<file path="src/rtl/rxfis_pkg.sv">
package rxfis_pkg;
  localparam int DW_BITS   = 32;
  localparam int MAX_BYTES = 28;
  localparam int MAX_DW    = MAX_BYTES / 4;
  localparam int IDX_W     = $clog2(MAX_DW);
  localparam int CNT_W     = $clog2(MAX_DW + 2);
  localparam int STAT_W    = 8;

  localparam logic [7:0] TYPE_DMA = 8'h41;
  localparam logic [7:0] TYPE_PIO = 8'h5F;
  localparam logic [7:0] TYPE_REG = 8'h34;

  localparam logic [7:0] OFS_DMA = 8'h00;
  localparam logic [7:0] OFS_PIO = 8'h20;
  localparam logic [7:0] OFS_REG = 8'h40;

  localparam int LEN_DMA   = 7;
  localparam int LEN_SHORT = 5;

  localparam int BIT_REG = 0;
  localparam int BIT_PIO = 1;
  localparam int BIT_DMA = 2;
  localparam int BIT_UNK = 5;

  typedef enum logic [1:0] {K_UNK, K_DMA, K_PIO, K_REG} kind_e;

  typedef struct packed {
    logic             beatWe;
    logic [IDX_W-1:0] beatIdx;
    logic             hdrWe;
    logic             commit;
    logic [7:0]       offset;
    logic [IDX_W-1:0] dwords;
  } strobe_t;

  function automatic kind_e decodeType(input logic [7:0] t);
    case (t)
      TYPE_DMA: decodeType = K_DMA;
      TYPE_PIO: decodeType = K_PIO;
      TYPE_REG: decodeType = K_REG;
      default:  decodeType = K_UNK;
    endcase
  endfunction
endpackage

</file>
<file path="src/rtl/rxfis_ctrl.sv">
module rxfis_ctrl
  import rxfis_pkg::*;
(
  input  logic              clk,
  input  logic              rstN,
  input  logic              rxEnable,
  input  logic              inValid,
  input  logic              inSof,
  input  logic              inEof,
  input  logic [7:0]        typeByte,
  input  logic              clrValid,
  input  logic [STAT_W-1:0] clrMask,
  output strobe_t           strb,
  output logic [STAT_W-1:0] status
);
  localparam logic [CNT_W-1:0] CNT_MAX = CNT_W'(MAX_DW + 1);

  logic              inFrame;
  logic [CNT_W-1:0]  cnt;
  kind_e             kindQ;

  logic              accept, inBeat, endBeat, goodEnd, badEnd;
  logic [CNT_W-1:0]  beatPos, beatLen, expLen;
  kind_e             curKind;
  logic [7:0]        slotOfs;
  logic [STAT_W-1:0] setMask, clrBits;

  always_comb begin
    accept  = inValid & rxEnable;
    inBeat  = accept & (inSof | inFrame);
    endBeat = inBeat & inEof;
    beatPos = inSof ? '0 : cnt;
    beatLen = beatPos + CNT_W'(1);
    curKind = inSof ? decodeType(typeByte) : kindQ;
    case (curKind)
      K_DMA:   begin expLen = CNT_W'(LEN_DMA);   slotOfs = OFS_DMA; end
      K_PIO:   begin expLen = CNT_W'(LEN_SHORT); slotOfs = OFS_PIO; end
      K_REG:   begin expLen = CNT_W'(LEN_SHORT); slotOfs = OFS_REG; end
      default: begin expLen = '0;                slotOfs = '0;      end
    endcase
    goodEnd = endBeat & (curKind != K_UNK) & (beatLen == expLen);
    badEnd  = endBeat & ~goodEnd;

    setMask = '0;
    if (goodEnd) begin
      case (curKind)
        K_DMA:   setMask[BIT_DMA] = 1'b1;
        K_PIO:   setMask[BIT_PIO] = 1'b1;
        default: setMask[BIT_REG] = 1'b1;
      endcase
    end
    if (badEnd) setMask[BIT_UNK] = 1'b1;
    clrBits = clrValid ? clrMask : '0;

    strb.beatWe  = inBeat & (beatPos < CNT_W'(MAX_DW));
    strb.beatIdx = beatPos[IDX_W-1:0];
    strb.hdrWe   = accept & inSof;
    strb.commit  = goodEnd;
    strb.offset  = slotOfs;
    strb.dwords  = expLen[IDX_W-1:0];
  end

  always_ff @(posedge clk) begin
    if (!rstN) begin
      inFrame <= 1'b0;
      cnt     <= '0;
      kindQ   <= K_UNK;
      status  <= '0;
    end else begin
      // set after clear: a same-cycle set wins
      status <= (status & ~clrBits) | setMask;
      if (endBeat)         inFrame <= 1'b0;
      else if (strb.hdrWe) inFrame <= 1'b1;
      if (strb.hdrWe) kindQ <= decodeType(typeByte);
      if (inBeat) cnt <= (beatPos == CNT_MAX) ? beatPos : beatPos + CNT_W'(1);
    end
  end

  p_disabled_no_set_r8: assert property (@(posedge clk) disable iff (!rstN)
    !rxEnable |=> ((status & ~$past(status)) == '0));

  p_set_wins_r10: assert property (@(posedge clk) disable iff (!rstN)
    (setMask != '0) |=> ((status & $past(setMask)) == $past(setMask)));

  p_clear_r9: assert property (@(posedge clk) disable iff (!rstN)
    (clrValid && setMask == '0) |=> ((status & $past(clrMask)) == '0));
endmodule

</file>
<file path="src/rtl/rxfis_dpath.sv">
module rxfis_dpath
  import rxfis_pkg::*;
#(
  parameter int ADDR_W = 32
) (
  input  logic                     clk,
  input  logic                     rstN,
  input  strobe_t                  strb,
  input  logic [DW_BITS-1:0]       inData,
  input  logic                     fbsEnable,
  input  logic [ADDR_W-1:0]        areaBase,
  output logic                     memWrValid,
  output logic [ADDR_W-1:0]        memWrAddr,
  output logic [MAX_DW*DW_BITS-1:0] memWrData,
  output logic [IDX_W-1:0]         memWrDwords
);
  logic [DW_BITS-1:0] bufQ [MAX_DW];
  logic [3:0]         pmQ;
  logic [ADDR_W-1:0]  alignedBase, slotAddr;

  always_comb begin
    if (fbsEnable) begin
      alignedBase = areaBase & ~ADDR_W'(12'hFFF);
      slotAddr    = alignedBase | ADDR_W'({pmQ, strb.offset});
    end else begin
      alignedBase = areaBase & ~ADDR_W'(8'hFF);
      slotAddr    = alignedBase | ADDR_W'(strb.offset);
    end
  end

  always_ff @(posedge clk) begin
    if (!rstN) begin
      for (int i = 0; i < MAX_DW; i++) bufQ[i] <= '0;
      pmQ         <= '0;
      memWrValid  <= 1'b0;
      memWrAddr   <= '0;
      memWrDwords <= '0;
    end else begin
      if (strb.beatWe) bufQ[strb.beatIdx] <= inData;
      if (strb.hdrWe)  pmQ <= inData[11:8];
      memWrValid <= strb.commit;
      if (strb.commit) begin
        memWrAddr   <= slotAddr;
        memWrDwords <= strb.dwords;
      end
    end
  end

  for (genvar g = 0; g < MAX_DW; g++) begin : g_lane
    assign memWrData[g*DW_BITS +: DW_BITS] =
      (IDX_W'(g) < memWrDwords) ? bufQ[g] : '0;
  end

  p_len_legal_r6: assert property (@(posedge clk) disable iff (!rstN)
    memWrValid |-> (memWrDwords == IDX_W'(LEN_DMA) || memWrDwords == IDX_W'(LEN_SHORT)));

  p_slot_match_r2: assert property (@(posedge clk) disable iff (!rstN)
    memWrValid |-> ((memWrAddr[7:0] == OFS_DMA) == (memWrDwords == IDX_W'(LEN_DMA))));

  p_single_write_r12: assert property (@(posedge clk) disable iff (!rstN)
    memWrValid |=> !memWrValid);
endmodule

</file>
<file path="src/rtl/rxfis_router.sv">
module rxfis_router
  import rxfis_pkg::*;
#(
  parameter int ADDR_W = 32
) (
  input  logic                      clk,
  input  logic                      rstN,
  input  logic                      rxEnable,
  input  logic                      fbsEnable,
  input  logic [ADDR_W-1:0]         areaBase,
  input  logic                      inValid,
  input  logic                      inSof,
  input  logic                      inEof,
  input  logic [DW_BITS-1:0]        inData,
  input  logic [STAT_W-1:0]         intEnable,
  input  logic                      clrValid,
  input  logic [STAT_W-1:0]         clrMask,
  output logic                      memWrValid,
  output logic [ADDR_W-1:0]         memWrAddr,
  output logic [MAX_DW*DW_BITS-1:0] memWrData,
  output logic [IDX_W-1:0]          memWrDwords,
  output logic [STAT_W-1:0]         intStatus,
  output logic                      intReq
);
  strobe_t strb;

  rxfis_ctrl u_ctrl (
    .clk(clk), .rstN(rstN), .rxEnable(rxEnable),
    .inValid(inValid), .inSof(inSof), .inEof(inEof),
    .typeByte(inData[7:0]), .clrValid(clrValid), .clrMask(clrMask),
    .strb(strb), .status(intStatus)
  );

  rxfis_dpath #(.ADDR_W(ADDR_W)) u_dpath (
    .clk(clk), .rstN(rstN), .strb(strb), .inData(inData),
    .fbsEnable(fbsEnable), .areaBase(areaBase),
    .memWrValid(memWrValid), .memWrAddr(memWrAddr),
    .memWrData(memWrData), .memWrDwords(memWrDwords)
  );

  assign intReq = |(intStatus & intEnable);

  p_dma_flag_r2: assert property (@(posedge clk) disable iff (!rstN)
    (memWrValid && memWrDwords == IDX_W'(LEN_DMA)) |-> intStatus[BIT_DMA]);
endmodule

</file>
<file path="config.mk">
export PLATFORM = sky130hd
export DESIGN_NAME = rxfis_router
export DESIGN_NICKNAME = d
export VERILOG_FILES = /design/src/rtl/rxfis_pkg.sv /design/src/rtl/rxfis_ctrl.sv /design/src/rtl/rxfis_dpath.sv /design/src/rtl/rxfis_router.sv
export SDC_FILE = /design/constraint.sdc
export NUM_CORES = 1
export LEC_CHECK = 0
export BUFFER_PORTS_ARGS = -buffer_cell sky130_fd_sc_hd__buf_2
export CORE_ASPECT_RATIO = 1.5
export CORE_UTILIZATION = 25
export CTS_BUF_LIST = sky130_fd_sc_hd__clkbuf_4
export DETAILED_ROUTE_END_ITERATION = 10
export PLACE_DENSITY_LB_ADDON = 0.2
export SETUP_SLACK_MARGIN = 0.05
export SYNTH_ARGS = -nofsm -noshare
export SYNTH_HDL_FRONTEND = slang
export SYNTH_SLANG_ARGS = --single-unit
export TNS_END_PERCENT = 5
</file>
<file path="constraint.sdc">
create_clock -name clk -period 8 [get_ports clk]
set_input_delay 0.8 -clock clk [delete_from_list [all_inputs] [get_ports clk]]
set_output_delay 0.8 -clock clk [all_outputs]
set_load 0.02 [all_outputs]
</file>
[Yosys cells after proc, flatten, opt, wreduce, memory -nomap -nowiden]
Memories as Yosys holds them, arrays and structs flattened.
Cells that the tools add are included.
Storage, ports and cells
  bits in registers: 55
  bits in writable memories: 224
  output and inout bits: 269
  logic and storage cells: 76
  memories kept: 1
Memory list
  u_dpath.bufQ: depth 7, width 32, read ports 7, clocked after memory_dff 0, write ports 7, line rxfis_dpath.sv:17  | logic [DW_BITS-1:0] bufQ [MAX_DW];
Operators by class
  add/sub/neg operators: 1
  order comparisons: 8
  equal/unequal tests: 8
  muxes and demuxes: 27
  bitwise gates (word level): 17
  reduce and logical (&&, ||, !) cells: 6
Operators with widths (count)
  $mux W32: 9
  $or A32 B12 Y32: 1
  $or A32 B7 Y32: 1
  $reduce_or A32 Y1: 1
  $and A8 B8 Y8: 2
  $eq A8 B7 Y1 const B: 2
  $pmux W7 S2: 1
  $lt A3 B3 Y1 const A: 3
  $mux W1: 9
  $and A1 B1 Y1: 8
  $eq A8 B6 Y1 const B: 1
  $mux W4: 2
  $mux W8: 1
  $not A8 Y8: 1
  $or A8 B6 Y8: 1
  $reduce_or A8 Y1: 1
  $lt A1 B3 Y1 const A: 2
  $lt A2 B3 Y1 const A: 2
  $mux W3: 2
  $pmux W2 S3: 1
  $pmux W3 S2: 1
  $reduce_or A2 Y1: 3
  $add A4 B1 Y4 const B: 1
  $eq A2 B2 Y1 const B: 2
  other kinds (8): 9

[Depth between registers and ports, before layout]
  depth in word-level cells: 12
  gate-level depth with buffers: 11
  gate-level depth less buffers: 9

[By module]
A second synthesis with hierarchy kept.
Unflattened totals
  cells, all modules: 1121
  area total of the unflattened synthesis: 12224.2 sq um
Modules (own cells, without submodules)
  rxfis_dpath: times used 1, cells an instance 993, area an instance 11195.7 sq um, sequential area each 7206.9 sq um
  rxfis_ctrl: times used 1, cells an instance 123, area an instance 992.2 sq um, sequential area each 300.3 sq um
  rxfis_router: times used 1, cells an instance 5, area an instance 36.3 sq um, sequential area each 0.0 sq um

[Worst setup path after synthesis]
OpenSTA, ideal clock, no wires.
  path kind: input -> register
  from: in inSof
  to: mem u_dpath.bufQ[4][0], enable pin
  data arrival time: 3045 ps
  data required time: 7606 ps
  setup slack: 4560 ps
  stages: 9
  path buffers: 2
  path through: buf_6 -> nand2b_1 -> inv_1 -> ha_1 -> a21oi_1 -> o211a_1 -> buf_2 -> and4b_1 -> nand2b_1
RTL lines
  from (decl): line rxfis_router.sv:12  | input logic inSof,
  to (decl): line rxfis_dpath.sv:17

[Worst setup path after layout]
  from: reg u_dpath.memWrDwords[0]
  to: out memWrData[41]
On the way
  cells in the longest elaborated chain, start to end: 2
RTL lines
  from (decl): line rxfis_dpath.sv:15  | output logic [IDX_W-1:0] memWrDwords
  from (signal assigned): line rxfis_dpath.sv:44  | memWrDwords <= strb.dwords;
  $lt A1 B3 Y1: line rxfis_dpath.sv:51  | (IDX_W'(g) < memWrDwords) ? bufQ[g] : '0;
  $mux W32: line rxfis_dpath.sv:51
  to (decl): line rxfis_router.sv:20  | output logic [MAX_DW*DW_BITS-1:0] memWrData,
No other way between the ends.

==> results.json <==
{
  "power_leakage_uw": 0.00704,
  "min_period_ns": 4.00,
  "ios": 357,
  "cts_tree": "built",
  "ir_drop_uv": 86.1,
  "synth_top_area_cell": "edfxtp_1",
  "cp-start-kind": "flop",
  "r2r_setup_slack_ns": 4.36,
  "slew_headroom_pct": 32.3,
  "fp.dieH_um": 271,
  "hold_class": "input port to flop",
  "worstSetupStartpoint": "u_dpath.memWrDwords[0]$_SDFFE_PN0P_",
  "grt_usage_pct": 16.3,
  "worstPathArrival_ns": 3.20,
  "drtPass1Iterations": 5,
  "final_core_util_pct": 32.1,
  "grt_pass1_vias": 9173,
  "yosys_warnings": 0,
  "ys.flop_type": "edfxtp_1",
  "tightest_slew_ns": 1.02,
  "syn_area_per_cell_um2": 10.9,
  "grt_max_degree": 104,
  "hold_buffers": 0,
  "synth_top_area_share_pct": 47.8,
  "rsz0062_at_grt": "no",
  "drive_gt1_share_pct": 33.2,
  "r2r_end": "u_dpath.bufQ[4][14]$_SDFFCE_PN0P_",
  "timing.fmax_mhz": 250,
  "synth.most_common_cell": "and2_1",
  "placed_cell_area_um2": 14200,
  "syn_to_final_growth_pct": 26.5,
  "finalSetupViolCount": 0,
  "worstSkewPairLatency_ns": 0.72,
  "syn-cell-area_um2": 12100,
  "ys_seq_area_share_pct": 61.1,
  "num_vias": 9148,
  "die_area_um2": 49100,
  "max_cap_violations": 0,
  "syn_inst": 1104,
  "die_w_um": 181,
  "drtIter0Drc": 384,
  "reg2reg_depth": 8,
  "path_class": "flop to primary output",
  "cts_buffer_depth": 3,
  "path_max_fanout": 103,
  "fin_crit_sh_pct": 50.0,
  "cts_setup_buffers": 0,
  "grt_pass1_wl_mm": 58.8,
  "cts_root_buf": "clkbuf_4",
  "remaining_drc_errors": 0,
  "initial_core_util_pct": 25.3,
  "worst_r2r_startpoint": "u_ctrl.cnt[0]$_SDFFE_PN0P_",
  "synth-edff-count": 192,
  "cts_buffers": 74,
  "clock-sinks": 272,
  "whs_path_depth": 2,
  "slew_viol_final": 0,
  "synthTopCellsByArea": "edfxtp_1 48%, dfxtp_1 13%, and2_1 10%, nand2_1 5.1%, and3_1 3.6%",
  "ys_async_sr_fraction_pct": 0,
  "antenna_found_initial": 3,
  "required_ns": 7.20,
  "cts_htree_levels": 3,
  "finalSetupTns_ns": 0,
  "post_cts_resized": 0,
  "outcome": "complete, no violations",
  "via_per_inst": 4.33,
  "fin_ws_ns": 4.00,
  "detail-route-antenna-nets": 0,
  "nets": 1549,
  "crit_end": "memWrData[41]",
  "p_per_area_nw_per_um2": 197,
  "coreArea_um2": 47600,
  "clk_pin_slew_ns": 0.07,
  "rows": 98,
  "gr-total-overflow": 0,
  "detailed_place_hpwl_mm": 27.3,
  "clock_skew_ns": 0.0257,
  "wl_per_cell_um": 19.1,
  "routabilityCongestion": 0.749,
  "place_ws_ns": 3.33,
  "synth_top_cells_by_count": "195 x and2_1, 192 x edfxtp_1, 164 x nand2_1",
  "endpoint_kind": "primary output",
  "yosysUniqueCellTypes": 58,
  "design_area_um2": 15200,
  "drt_wl_total_mm": 40.3,
  "synth_seq_cells": 272,
  "place.port_buffers": 342,
  "hold_viol": 0
}
## cells in the final DEF (no fill, tap or decap), types with 13 or more instances in the layout
| cell type | n |
|---|---|
| and3_1 | 68 |
| o21ai_0 | 34 |
| mux2i_1 | 29 |
| nand2_1 | 162 |
| buf_4 | 13 |
| dfxtp_1 | 78 |
| inv_1 | 35 |
| edfxtp_1 | 192 |
| clkbuf_4 | 113 |
| buf_2 | 341 |
| and2_1 | 195 |
| nor2_1 | 72 |
| nor2b_1 | 66 |
## worst max-delay path, cell delays in order, from the launching register on
cell,delay [ns]
dfxtp_4,0.70
buf_4,0.75
nor2_4,0.01
buf_4,0.35
nor2b_1,0.33
buf_2,0.22
## stage by stage
step	power, uW	hold WS (ns)	cells
4_1_cts	3070	0.150	2107
2_1_floorplan	1630	0.424	1109
3_5_place_dp	1700	0.439	1978
5_1_grt	3150	0.141	2109
3_3_place_gp	1700	0.435	1978
6_report	3010	0.237	2111
## power by group
group          total (uW)  leakage (uW)  switching, uW  internal, uW
Combinational         113       0.00381           85.2          28.3
Clock                1340      0.000591            605           739
Sequential           1550       0.00264           9.56          1540
Total                3010       0.00704            700          2310
## state kept, by name (all words and copies together) (netlist names)
signal and count:
u_dpath.memWrValid 1, u_ctrl.kindQ 2, u_dpath.bufQ 224, u_dpath.memWrDwords 2, u_ctrl.status 8, u_ctrl.cnt 4, u_dpath.pmQ 4, u_dpath.memWrAddr 26
u_ctrl.inFrame 1
## per-layer routing
layer	vias to the layer above	global-route usage, %	share of wire, %
met5	-	0	0.032
met3	90	4.27	6.1
met4	2	8.16	4.0
met1	4284	16.4	36
met2	357	30.8	54
li1	4415	-	-
## kinds of logic after synthesis
family | share of synthesized area (%)
flops | 61.1
other cells | 0.0311
xor+xnor | 0.301
compound gates | 4.29
buf+inv | 4.70
simple gates | 26.1
fa+ha+maj | 0.727
mux | 2.71
## cell type report
cell class | count | area, um2
inverter | 35 | 131
clock inverter | 16 | 148
multi-input combinational | 717 | 4190
tap | 600 | 751
timing repair buffer | 354 | 1800
clock buffer | 113 | 848
fill | 5028 | 32300
antenna | 4 | 10.0
sequential | 272 | 7370
## worst min-delay path by stage
stage | from | endpoint
after floorplan | u_dpath.bufQ[6][31]$_SDFFE_PN0P_ | u_dpath.bufQ[6][31]$_SDFFE_PN0P_
after global placement | u_dpath.bufQ[6][31]$_SDFFE_PN0P_ | u_dpath.bufQ[6][31]$_SDFFE_PN0P_
after detailed placement | u_ctrl.status[3]$_SDFF_PN0_ | u_ctrl.status[3]$_SDFF_PN0_
after CTS | clrMask[7] | u_ctrl.status[7]$_SDFF_PN0_
after global routing | clrMask[7] | u_ctrl.status[7]$_SDFF_PN0_
final | clrMask[7] | u_ctrl.status[7]$_SDFF_PN0_
No activity file was read; power rests on OpenSTA's default activity.
